<file path="src/rtl/spi_bm_pkg.sv">
package spi_bm_pkg;

  typedef enum logic [1:0] {
    XS_IDLE  = 2'd0,
    XS_SHIFT = 2'd1,
    XS_GAP   = 2'd2
  } xfer_state_t;

  localparam logic [1:0] ADDR_CFG  = 2'd0;
  localparam logic [1:0] ADDR_GAP  = 2'd1;
  localparam logic [1:0] ADDR_TX   = 2'd2;
  localparam logic [1:0] ADDR_STAT = 2'd0;
  localparam logic [1:0] ADDR_RX   = 2'd1;

endpackage

</file>
<file path="src/rtl/spi_half_tick.sv">
module spi_half_tick #(
  parameter int DIV_W = 8
) (
  input  logic             clk,
  input  logic             rst,
  input  logic             run,
  input  logic [DIV_W-1:0] div,
  output logic             tick
);

  logic [DIV_W-1:0] cnt_q;

  always_ff @(posedge clk) begin
    if (rst || !run) begin
      cnt_q <= '0;
    end else if (cnt_q == div) begin
      cnt_q <= '0;
    end else begin
      cnt_q <= cnt_q + 1'b1;
    end
  end

  assign tick = run && (cnt_q == div);

endmodule

</file>
<file path="src/rtl/spi_rx_fifo.sv">
module spi_rx_fifo #(
  parameter int W     = 10,
  parameter int DEPTH = 4
) (
  input  logic                       clk,
  input  logic                       rst,
  input  logic                       push,
  input  logic [W-1:0]               din,
  input  logic                       pop,
  output logic [W-1:0]               dout,
  output logic                       not_empty,
  output logic                       overflow,
  output logic [$clog2(DEPTH+1)-1:0] level
);

  localparam int PTR_W = (DEPTH > 1) ? $clog2(DEPTH) : 1;
  localparam int CNT_W = $clog2(DEPTH + 1);
  localparam logic [PTR_W-1:0] PTR_LAST = PTR_W'(DEPTH - 1);
  localparam logic [CNT_W-1:0] CNT_FULL = CNT_W'(DEPTH);

  logic [W-1:0]     mem [DEPTH];
  logic [PTR_W-1:0] wp_q, rp_q;
  logic [CNT_W-1:0] cnt_q;
  logic             full, do_push, do_pop;

  assign full      = (cnt_q == CNT_FULL);
  assign not_empty = (cnt_q != '0);
  assign do_push   = push && !full;
  assign do_pop    = pop && not_empty;
  assign overflow  = push && full;
  assign dout      = mem[rp_q];
  assign level     = cnt_q;

  always_ff @(posedge clk) begin
    if (do_push) mem[wp_q] <= din;
  end

  always_ff @(posedge clk) begin
    if (rst) begin
      wp_q  <= '0;
      rp_q  <= '0;
      cnt_q <= '0;
    end else begin
      if (do_push) wp_q <= (wp_q == PTR_LAST) ? '0 : wp_q + 1'b1;
      if (do_pop)  rp_q <= (rp_q == PTR_LAST) ? '0 : rp_q + 1'b1;
      case ({do_push, do_pop})
        2'b10:   cnt_q <= cnt_q + 1'b1;
        2'b01:   cnt_q <= cnt_q - 1'b1;
        default: cnt_q <= cnt_q;
      endcase
    end
  end

endmodule

</file>
<file path="src/rtl/spi_xfer_engine.sv">
module spi_xfer_engine
  import spi_bm_pkg::*;
#(
  parameter int DW    = 8,
  parameter int NCS   = 4,
  parameter int TGT_W = 2,
  parameter int DIV_W = 8,
  parameter int GAP_W = 8
) (
  input  logic                clk,
  input  logic                rst,
  input  logic [DIV_W-1:0]    cfg_div,
  input  logic                cfg_cpol,
  input  logic                cfg_lead,
  input  logic [GAP_W-1:0]    cfg_gap,
  input  logic                wr_tx,
  input  logic [DW-1:0]       wr_d,
  input  logic [TGT_W-1:0]    wr_t,
  input  logic                miso,
  output logic                sclk,
  output logic                mosi,
  output logic [NCS-1:0]      cs_n,
  output logic                rx_push,
  output logic [TGT_W+DW-1:0] rx_word,
  output logic                hold_empty,
  output logic                tx_idle
);

  localparam int EC_W = $clog2(2 * DW);
  localparam logic [EC_W-1:0] LAST_EDGE = EC_W'(2 * DW - 1);

  xfer_state_t          st_q;
  logic                 hold_v_q;
  logic [DW-1:0]        hold_d_q, sh_q;
  logic [TGT_W-1:0]     hold_t_q, cur_t_q;
  logic [EC_W-1:0]      ecnt_q;
  logic [GAP_W-1:0]     gcnt_q;
  logic                 sclk_q, mosi_q, push_q;
  logic [NCS-1:0]       cs_q;
  logic [TGT_W+DW-1:0]  rxw_q;
  logic                 tick, samp, gap_done, load;

  function automatic logic [NCS-1:0] sel_n(input logic [TGT_W-1:0] t);
    logic [NCS-1:0] v;
    for (int i = 0; i < NCS; i++) v[i] = (TGT_W'(i) != t);
    return v;
  endfunction

  spi_half_tick #(.DIV_W(DIV_W)) u_tick (
    .clk  (clk),
    .rst  (rst),
    .run  (st_q == XS_SHIFT),
    .div  (cfg_div),
    .tick (tick)
  );

  assign samp     = ecnt_q[0] ^ cfg_lead;
  assign gap_done = (st_q == XS_GAP) && (gcnt_q == cfg_gap);
  assign load     = hold_v_q && ((st_q == XS_IDLE) || gap_done);

  always_ff @(posedge clk) begin
    if (rst) begin
      st_q     <= XS_IDLE;
      hold_v_q <= 1'b0;
      hold_d_q <= '0;
      hold_t_q <= '0;
      sh_q     <= '0;
      cur_t_q  <= '0;
      ecnt_q   <= '0;
      gcnt_q   <= '0;
      sclk_q   <= 1'b0;
      mosi_q   <= 1'b0;
      cs_q     <= '1;
      push_q   <= 1'b0;
      rxw_q    <= '0;
    end else begin
      push_q <= 1'b0;
      if (wr_tx) begin
        hold_v_q <= 1'b1;
        hold_d_q <= wr_d;
        hold_t_q <= wr_t;
      end else if (load) begin
        hold_v_q <= 1'b0;
      end

      if (load) begin
        st_q    <= XS_SHIFT;
        sh_q    <= hold_d_q;
        cur_t_q <= hold_t_q;
        mosi_q  <= hold_d_q[DW-1];
        cs_q    <= sel_n(hold_t_q);
        ecnt_q  <= '0;
        sclk_q  <= cfg_cpol;
      end else begin
        case (st_q)
          XS_IDLE: begin
            sclk_q <= cfg_cpol;
            cs_q   <= '1;
          end
          XS_SHIFT: begin
            if (tick) begin
              sclk_q <= ~sclk_q;
              ecnt_q <= ecnt_q + 1'b1;
              if (samp) begin
                sh_q <= {sh_q[DW-2:0], miso};
              end else if (ecnt_q != LAST_EDGE) begin
                mosi_q <= sh_q[DW-1];
              end
              if (ecnt_q == LAST_EDGE) begin
                st_q   <= XS_GAP;
                gcnt_q <= '0;
                push_q <= 1'b1;
                rxw_q  <= {cur_t_q, (samp ? {sh_q[DW-2:0], miso} : sh_q)};
              end
            end
          end
          XS_GAP: begin
            if (gap_done) begin
              st_q <= XS_IDLE;
              cs_q <= '1;
            end else begin
              gcnt_q <= gcnt_q + 1'b1;
            end
          end
          default: st_q <= XS_IDLE;
        endcase
      end
    end
  end

  assign sclk       = sclk_q;
  assign mosi       = mosi_q;
  assign cs_n       = cs_q;
  assign rx_push    = push_q;
  assign rx_word    = rxw_q;
  assign hold_empty = !hold_v_q;
  assign tx_idle    = (st_q == XS_IDLE) && !hold_v_q;

endmodule

</file>
<file path="src/rtl/spi_buffered_master.sv">
module spi_buffered_master
  import spi_bm_pkg::*;
#(
  parameter int DW    = 8,
  parameter int NCS   = 4,
  parameter int DEPTH = 4,
  parameter int DIV_W = 8,
  parameter int GAP_W = 8,
  parameter int BUS_W = 16
) (
  input  logic             clk,
  input  logic             rst,
  input  logic             wr_en,
  input  logic [1:0]       wr_addr,
  input  logic [BUS_W-1:0] wr_data,
  input  logic             rd_en,
  input  logic [1:0]       rd_addr,
  output logic [BUS_W-1:0] rd_data,
  output logic             sclk,
  output logic             mosi,
  input  logic             miso,
  output logic [NCS-1:0]   cs_n
);

  localparam int TGT_W    = (NCS > 1) ? $clog2(NCS) : 1;
  localparam int ENT_W    = TGT_W + DW;
  localparam int CPOL_BIT = DIV_W;
  localparam int LEAD_BIT = DIV_W + 1;
  localparam int LVL_W    = $clog2(DEPTH + 1);

  logic [DIV_W-1:0] div_q;
  logic [GAP_W-1:0] gap_q;
  logic             cpol_q, lead_q, ovr_q;
  logic [BUS_W-1:0] rd_q;

  logic             wr_tx, rx_push, hold_empty, tx_idle;
  logic             rx_avail, ovr_evt, rx_pop, stat_rd;
  logic [ENT_W-1:0] rx_word, rx_head;
  logic [LVL_W-1:0] rx_level;
  logic [3:0]       stat;
  logic             unused_bits;

  assign unused_bits = ^wr_data;
  assign wr_tx   = wr_en && (wr_addr == ADDR_TX);
  assign stat_rd = rd_en && (rd_addr == ADDR_STAT);
  assign rx_pop  = rd_en && (rd_addr == ADDR_RX);
  assign stat    = {ovr_q, rx_avail, tx_idle, hold_empty};

  always_ff @(posedge clk) begin
    if (rst) begin
      div_q  <= '0;
      cpol_q <= 1'b0;
      lead_q <= 1'b1;
      gap_q  <= '0;
    end else if (wr_en) begin
      case (wr_addr)
        ADDR_CFG: begin
          div_q  <= wr_data[DIV_W-1:0];
          cpol_q <= wr_data[CPOL_BIT];
          lead_q <= wr_data[LEAD_BIT];
        end
        ADDR_GAP: gap_q <= wr_data[GAP_W-1:0];
        default:  ;
      endcase
    end
  end

  spi_xfer_engine #(
    .DW(DW), .NCS(NCS), .TGT_W(TGT_W), .DIV_W(DIV_W), .GAP_W(GAP_W)
  ) u_engine (
    .clk        (clk),
    .rst        (rst),
    .cfg_div    (div_q),
    .cfg_cpol   (cpol_q),
    .cfg_lead   (lead_q),
    .cfg_gap    (gap_q),
    .wr_tx      (wr_tx),
    .wr_d       (wr_data[DW-1:0]),
    .wr_t       (wr_data[DW +: TGT_W]),
    .miso       (miso),
    .sclk       (sclk),
    .mosi       (mosi),
    .cs_n       (cs_n),
    .rx_push    (rx_push),
    .rx_word    (rx_word),
    .hold_empty (hold_empty),
    .tx_idle    (tx_idle)
  );

  spi_rx_fifo #(.W(ENT_W), .DEPTH(DEPTH)) u_rxq (
    .clk       (clk),
    .rst       (rst),
    .push      (rx_push),
    .din       (rx_word),
    .pop       (rx_pop),
    .dout      (rx_head),
    .not_empty (rx_avail),
    .overflow  (ovr_evt),
    .level     (rx_level)
  );

  always_ff @(posedge clk) begin
    if (rst) begin
      ovr_q <= 1'b0;
      rd_q  <= '0;
    end else begin
      if (ovr_evt)      ovr_q <= 1'b1;
      else if (stat_rd) ovr_q <= 1'b0;
      if (stat_rd) begin
        rd_q <= BUS_W'(stat);
      end else if (rx_pop) begin
        rd_q <= rx_avail ? BUS_W'(rx_head) : '0;
      end
    end
  end

  assign rd_data = rd_q;

endmodule

</file>
<file path="config.mk">
export PLATFORM = sky130hd
export DESIGN_NAME = spi_buffered_master
export DESIGN_NICKNAME = d
export VERILOG_FILES = /design/src/rtl/spi_bm_pkg.sv /design/src/rtl/spi_half_tick.sv /design/src/rtl/spi_rx_fifo.sv /design/src/rtl/spi_xfer_engine.sv /design/src/rtl/spi_buffered_master.sv
export SDC_FILE = /design/constraint.sdc
export NUM_CORES = 1
export LEC_CHECK = 0
export ABC_AREA = 1
export BUFFER_PORTS_ARGS = -buffer_cell sky130_fd_sc_hd__buf_4
export CAP_MARGIN = 15
export CORE_UTILIZATION = 50
export CTS_BUF_LIST = sky130_fd_sc_hd__clkbuf_4
export CTS_CLUSTER_SIZE = 8
export DETAILED_ROUTE_END_ITERATION = 8
export PLACE_DENSITY = 0.68
export RECOVER_POWER = 100
export SLEW_MARGIN = 20
export SYNTH_ARGS = -nofsm -noshare
export SYNTH_HDL_FRONTEND = slang
export SYNTH_SLANG_ARGS = --single-unit
</file>
<file path="constraint.sdc">
create_clock -name clk -period 6.74 [get_ports clk]
set_input_delay 1.011 -clock clk [delete_from_list [all_inputs] [get_ports clk]]
set_output_delay 1.011 -clock clk [all_outputs]
set_load 0.01 [all_outputs]
</file>
After elaboration in Yosys (flattened, before gate mapping)
Memories as Yosys holds them, arrays and structs flattened. A register that Yosys moved wholly into a read port is not among the register bits. Cells that the tools add are included.

Word-level logic and storage cells: 149. Input port bits: 25. Bits in registers: 96. Memories: 1. Output and inout bits: 22. Bits in writable memories: 40.

Memory list: u_rxq.mem (words 4, width 10, read ports 1, clocked after memory_dff 1, write ports 1, line spi_rx_fifo.sv:21) `logic [W-1:0] mem [DEPTH];`.

Reduce and logical (&&, ||, !) cells: 45. Eq/ne operators: 26. Bitwise gates (word level): 6. Add/subtract/negate cells: 7. Mux-type cells: 39.

Operator list (count): $mux 8 (7); $reduce_bool 2->1 (9); $add 8x1->8 const B (2); $eq 8x8->1 (2); $mux 4 (4); $pmux 8 s2 (1); $reduce_and 4->1 (4); $mux 1 (15); $mux 2 (7); $reduce_and 2->1 (6); $eq 2x2->1 const B (5); $logic_and 1x1->1 (10); $mux 10 (1); $ne 3x1->1 const B (3); $reduce_bool 3->1 (3); $eq 2x1->1 const B (4); $ne 2x1->1 const B (4); $pmux 4 s2 (1); $logic_not 2->1 (3); $pmux 2 s3 (1); $pmux 3 s2 (1); $reduce_or 2->1 (3); $not 1->1 (5); $reduce_and 5->1 (1); other kinds (15) (21).

Logic depth before layout (Yosys ltp)
Depth in word-level cells: 6. Gate-level depth with buffers: 14. Depth with buffers taken out: 13.

Modules after synthesis
Synthesis repeated with hierarchy kept, for this count alone.

Cells, all modules: 809. Area total of the unflattened synthesis: 6503.7 um2.

Modules (own cells, without submodules): spi_xfer_engine (times used 1, sequential area each 1041.0 um2, cells an instance 399, area an instance 2725.1 um2); spi_rx_fifo (times used 1, sequential area each 1381.3 um2, cells an instance 169, area an instance 2018.2 um2); spi_buffered_master (times used 1, sequential area each 580.6 um2, cells an instance 168, area an instance 1282.5 um2); spi_half_tick (times used 1, sequential area each 160.2 um2, cells an instance 73, area an instance 478.0 um2).

Least setup slack after synthesis
OpenSTA, ideal clock, no wires.

Path kind: input to register. Start point: input port rd_en. End point: register u_rxq.cnt_q[2] (netlist: u_rxq.level[2]). Stages on the path: 14. Path buffers: 1. Setup time: 122 ps. Slack: 3861 ps. Required time: 6618 ps. Arrival: 2757 ps. Path through: inv_1 > nor2_1 > inv_1 > nor2_1 > nand2_1 > inv_1 > buf_2 > ha_1 > inv_1 > fa_1 > a21oi_1 > o21ai_0 > o21ai_0 > a21oi_1.

Longest elaborated chain between the ends: 4. Elaborated cells between the ends (all ways): 6. Those cells by class: eq/ne: 2; mux: 1; reduce/logical: 3.

Ends and longest elaborated chain: from (decl) (line spi_buffered_master.sv:16) `input logic rd_en,`; $logic_and 1x1->1 (*) (line spi_buffered_master.sv:46) `assign rx_pop = rd_en && (rd_addr == ADDR_RX);`; $logic_and 1x1->1 (*) (line spi_rx_fifo.sv:29) `assign do_pop = pop && not_empty;`; net u_rxq.do_pop (line spi_rx_fifo.sv:24) `logic full, do_push, do_pop;`; $eq 2x1->1 / $eq 2x2->1 (equally long branches) (line spi_rx_fifo.sv:46) `case ({do_push, do_pop})`; $pmux 3 s2 / $reduce_bool 2->1 (equally long branches); to (signal assigned) (line spi_rx_fifo.sv:47) `2'b10: cnt_q <= cnt_q + 1'b1;`; to (signal assigned) (line spi_rx_fifo.sv:48) `2'b01: cnt_q <= cnt_q - 1'b1;`; to (signal assigned) (line spi_rx_fifo.sv:49) `default: cnt_q <= cnt_q;`; to (decl) (line spi_rx_fifo.sv:23) `logic [CNT_W-1:0] cnt_q;`.

The timed path passes the listed nets; every way through them passes the cells marked *. A chain may end at the register's enable or synchronous reset.

Final worst setup path
Start point: input port rst. End point: register u_engine.u_tick.cnt_q[7].

Longest elaborated chain between the ends: 2.

Ends and longest elaborated chain: from (decl) (line spi_buffered_master.sv:12) `input logic rst,`; $logic_or 1x1->1 (line spi_half_tick.sv:14) `if (rst || !run) begin`; $reduce_or 2->1 (no line); to (signal assigned) (line spi_half_tick.sv:19) `cnt_q <= cnt_q + 1'b1;`; to (decl) (line spi_half_tick.sv:11) `logic [DIV_W-1:0] cnt_q;`.

No other way between the ends.

==> metrics.txt <==
Worst Clk Skew 0.01387 ns; vias per inst 5.184; GPL Wtd Cong roughly 0.86; register area share after synthesis 53.11%; most common cell after layout, fill and taps aside nor2_1; cell count after synthesis 713; Post-DP HPWL 8312 µm; clk buf depth 2; commonest non-fill, non-tap cells in the layout nor2_1 (111), nand2_1 (108), dfxtp_1 (98), o21ai_0 (80), inv_1 (71); core region area between 0.01 and 0.015 mm²; FFs w/ async S/R, synth 0%; flop-to-flop setup slack roughly 4 ns; Max Cap Violations 1; hold buffers post-CTS 0; Seq cells post-synth between 100 and 150; fin crit period between 3 and 4 ns; WL per Instance roughly 13 µm; total gr overflow 0; slew margin rel. -30.59%; initial antenna violation count 0; peak supply drop about 200 µV; status finished with violations; Final setup viols 0; fin. max-slew vios between 50 and 60; share of layout cells above drive strength 1 under 10%; crit path DAT 4.21 ns; ys flop type dfxtp_1; num rows 39; CTS resizes 0; die area roughly 0.012 mm²; worst hold path type reg2reg; Achievable Freq roughly 0.27 GHz; worst flop-to-flop path startpoint u_engine.u_tick.cnt_q[2]$_SDFF_PP0_; vias in the first global route ~4,300; final hold violations 0; Buffers on Ports 34; Die Y between 100 and 150 µm; failing checks DRC, capacitance limit, slew limit; Post-synth EDFFs 40; Yosys warnings 0; fin util a little under three fifths; first-pass GRT wire length between 20,000 and 25,000 µm; Clk Tree Root Cell clkbuf_4; clock slew at reported path FFs between 0.1 and 0.15 ns; Netlist Area Pre-Place 0.005956 mm²; Worst R2R End u_engine.rx_word[3]$_SDFFE_PP0P_; Worst Hold End u_engine.cur_t_q[0]$_SDFFE_PP0P_; largest net degree at the start of global routing 57; critical path class in2reg; initial core utilization between 50 and 60%; Worst Path Required between 7 and 8 ns; Filler Cell Count 1,064; diode count 0; DR pass1 iterations 7; hold_sp u_engine.cur_t_q[0]$_SDFFE_PP0P_; CTS tree done; I/O pins between 40 and 50; P_leak 2.457 nW; RSZ-0062 raised after global routing false; WHS Path Cells 2; area grow syn2layout 8.361%; Clock Latency Late Sink 0.53 ns; final WL ~12,000 µm; TritonCTS Sinks roughly 140; vias ~4,600; DRT iter0 DRCs roughly 310; crit-path max FO 56; Syn Area/Cell ~8.4 µm²; # nets final 774; Distinct cells, synth 43; final setup TNS 0 ns; Startpoint Class input port; Power Density 242.9 mW/mm²; critical path endpoint category flip-flop; Worst R2R Path Depth 7; H-tree level count 4; worst slew pin tran around 2 ns; Post-route DRC 14; Total GRT Usage approximately 21%; width of the die approximately 110 µm; post-route ant nets 0; Post-CTS Repair Setup Buffers 0; Tcrit/Tclk final between 50% and 60%; Num CTS Buffers 17
[layer usage]
| layer | global-route usage, % | vias up | routed length (µm) |
|---|---|---|---|
| li1 | - | 2386 | - |
| met5 | 0 | - | 0 |
| met1 | 26.23 | 2111 | 5560 |
| met2 | 33.38 | 133 | 5610 |
| met4 | 7.297 | 0 | 120 |
| met3 | 5.796 | 10 | 755 |
[cells by family (layout without fill, tap and decap cells)]
family	after synthesis	in the layout	share of synthesized area [%]
adders and majority gates	10	10	2.227
AOI/OAI and AO/OA	154	154	13.84
xor gates and xnor gates	18	18	2.647
DFF	138	138	53.11
buffers and inverters	110	144	8.088
and+or+nand+nor	282	282	20.02
other	1	6	0.06296
[power breakdown]
| part | internal, W | switching (W) | total [W] |
|---|---|---|---|
| Combinational | 0.0000326 | 0.0000724 | 0.000105 |
| Clock | 0.000266 | 0.000322 | 0.000588 |
| Sequential | 0.000864 | 0.0000110 | 0.000875 |
| Total | 0.00116 | 0.000405 | 0.00157 |
[critical path, cell delays in order]
cell	delay, ns
clkbuf_1	0.39
clkinv_1	0.31
clkbuf_1	1.43
nand3_1	0.63
a21oi_1	0.27
o21a_1	0.14
[worst max-delay path by stage]
| stage | start | end | slack (ns) | cells past startpoint |
|---|---|---|---|---|
| finish | rst | u_engine.u_tick.cnt_q[7]$_SDFF_PP0_ | 3.01 | 6 |
| global route | rst | u_engine.u_tick.cnt_q[7]$_SDFF_PP0_ | 2.69 | 6 |
| CTS | rd_addr[1] | u_rxq.level[2]$_SDFFE_PP0P_ | 3.98 | 13 |
| detailed placement | rd_addr[1] | u_rxq.level[2]$_SDFFE_PP0P_ | 3.38 | 13 |
| global placement | rd_addr[1] | u_rxq.level[2]$_SDFFE_PP0P_ | 3.53 | 13 |
| floorplan | rd_en | u_rxq.level[2]$_SDFFE_PP0P_ | 3.86 | 14 |
[registers in the layout, summed over array words and instances, names as in the netlist, 2 cells and up, named ones only]
register and cells:
u_engine.sh_q 8, u_engine.hold_d_q 8, u_rxq.rp_q 2, rd_data 10
gap_q 8, u_rxq.mem 40, u_engine.ecnt_q 4, div_q 8
u_rxq.level 3, u_engine.st_q 2, u_engine.hold_t_q 2, u_engine.gcnt_q 8
u_engine.cs_n 4, u_rxq.wp_q 2, u_engine.cur_t_q 2, u_engine.rx_word 10
u_engine.u_tick.cnt_q 8
[Yosys cell counts (3+ instances only)]
| master | number | area share [%] |
|---|---|---|
| nor2_1 | 110 | 6.9 |
| nand2_1 | 105 | 6.6 |
| dfxtp_1 | 98 | 33 |
| o21ai_0 | 77 | 6.5 |
| inv_1 | 71 | 4.5 |
| a21oi_1 | 52 | 4.4 |
| nand3_1 | 41 | 3.4 |
| edfxtp_1 | 40 | 20 |
| clkbuf_1 | 17 | 1.1 |
| xor2_1 | 13 | 1.9 |
| nor3_1 | 11 | 0.92 |
| ha_1 | 9 | 1.9 |
| o22ai_1 | 9 | 0.95 |
| buf_4 | 7 | 0.88 |
| buf_6 | 5 | 0.95 |
| xnor2_1 | 5 | 0.74 |
| o21ai_1 | 4 | 0.34 |
| a31oi_1 | 3 | 0.32 |
| buf_2 | 3 | 0.25 |
| clkinv_1 | 3 | 0.19 |
| nand2_2 | 3 | 0.32 |
| nor3b_1 | 3 | 0.38 |
[cell type report]
class                   instances  area [µm²]  share of cell area, %
flip-flops and latches        138        3163                  49.01
multi-input cells             470        2307                  35.75
inverters                      77       290.3                  4.498
repair buffers                 35       195.2                  3.024
clock inverters                15       191.4                  2.966
well taps                     143       178.9                  2.772
clock buffers                  17       127.6                  1.978
[per-stage QoR]
stage,instance area [µm²],total power [W],instances,worst slack (ns),hold WS [ns]
2_1_floorplan,5974,0.0009753,718,3.861,0.4136
3_3_place_gp,6225,0.0009998,863,3.529,0.4278
3_5_place_dp,6225,0.001002,863,3.385,0.4296
4_1_cts,6544,0.001587,895,3.976,0.4547
5_1_grt,6454,0.001630,895,2.693,0.4727
6_report,6454,0.001568,895,3.009,0.4569
Power figures use the tool's default switching activity.
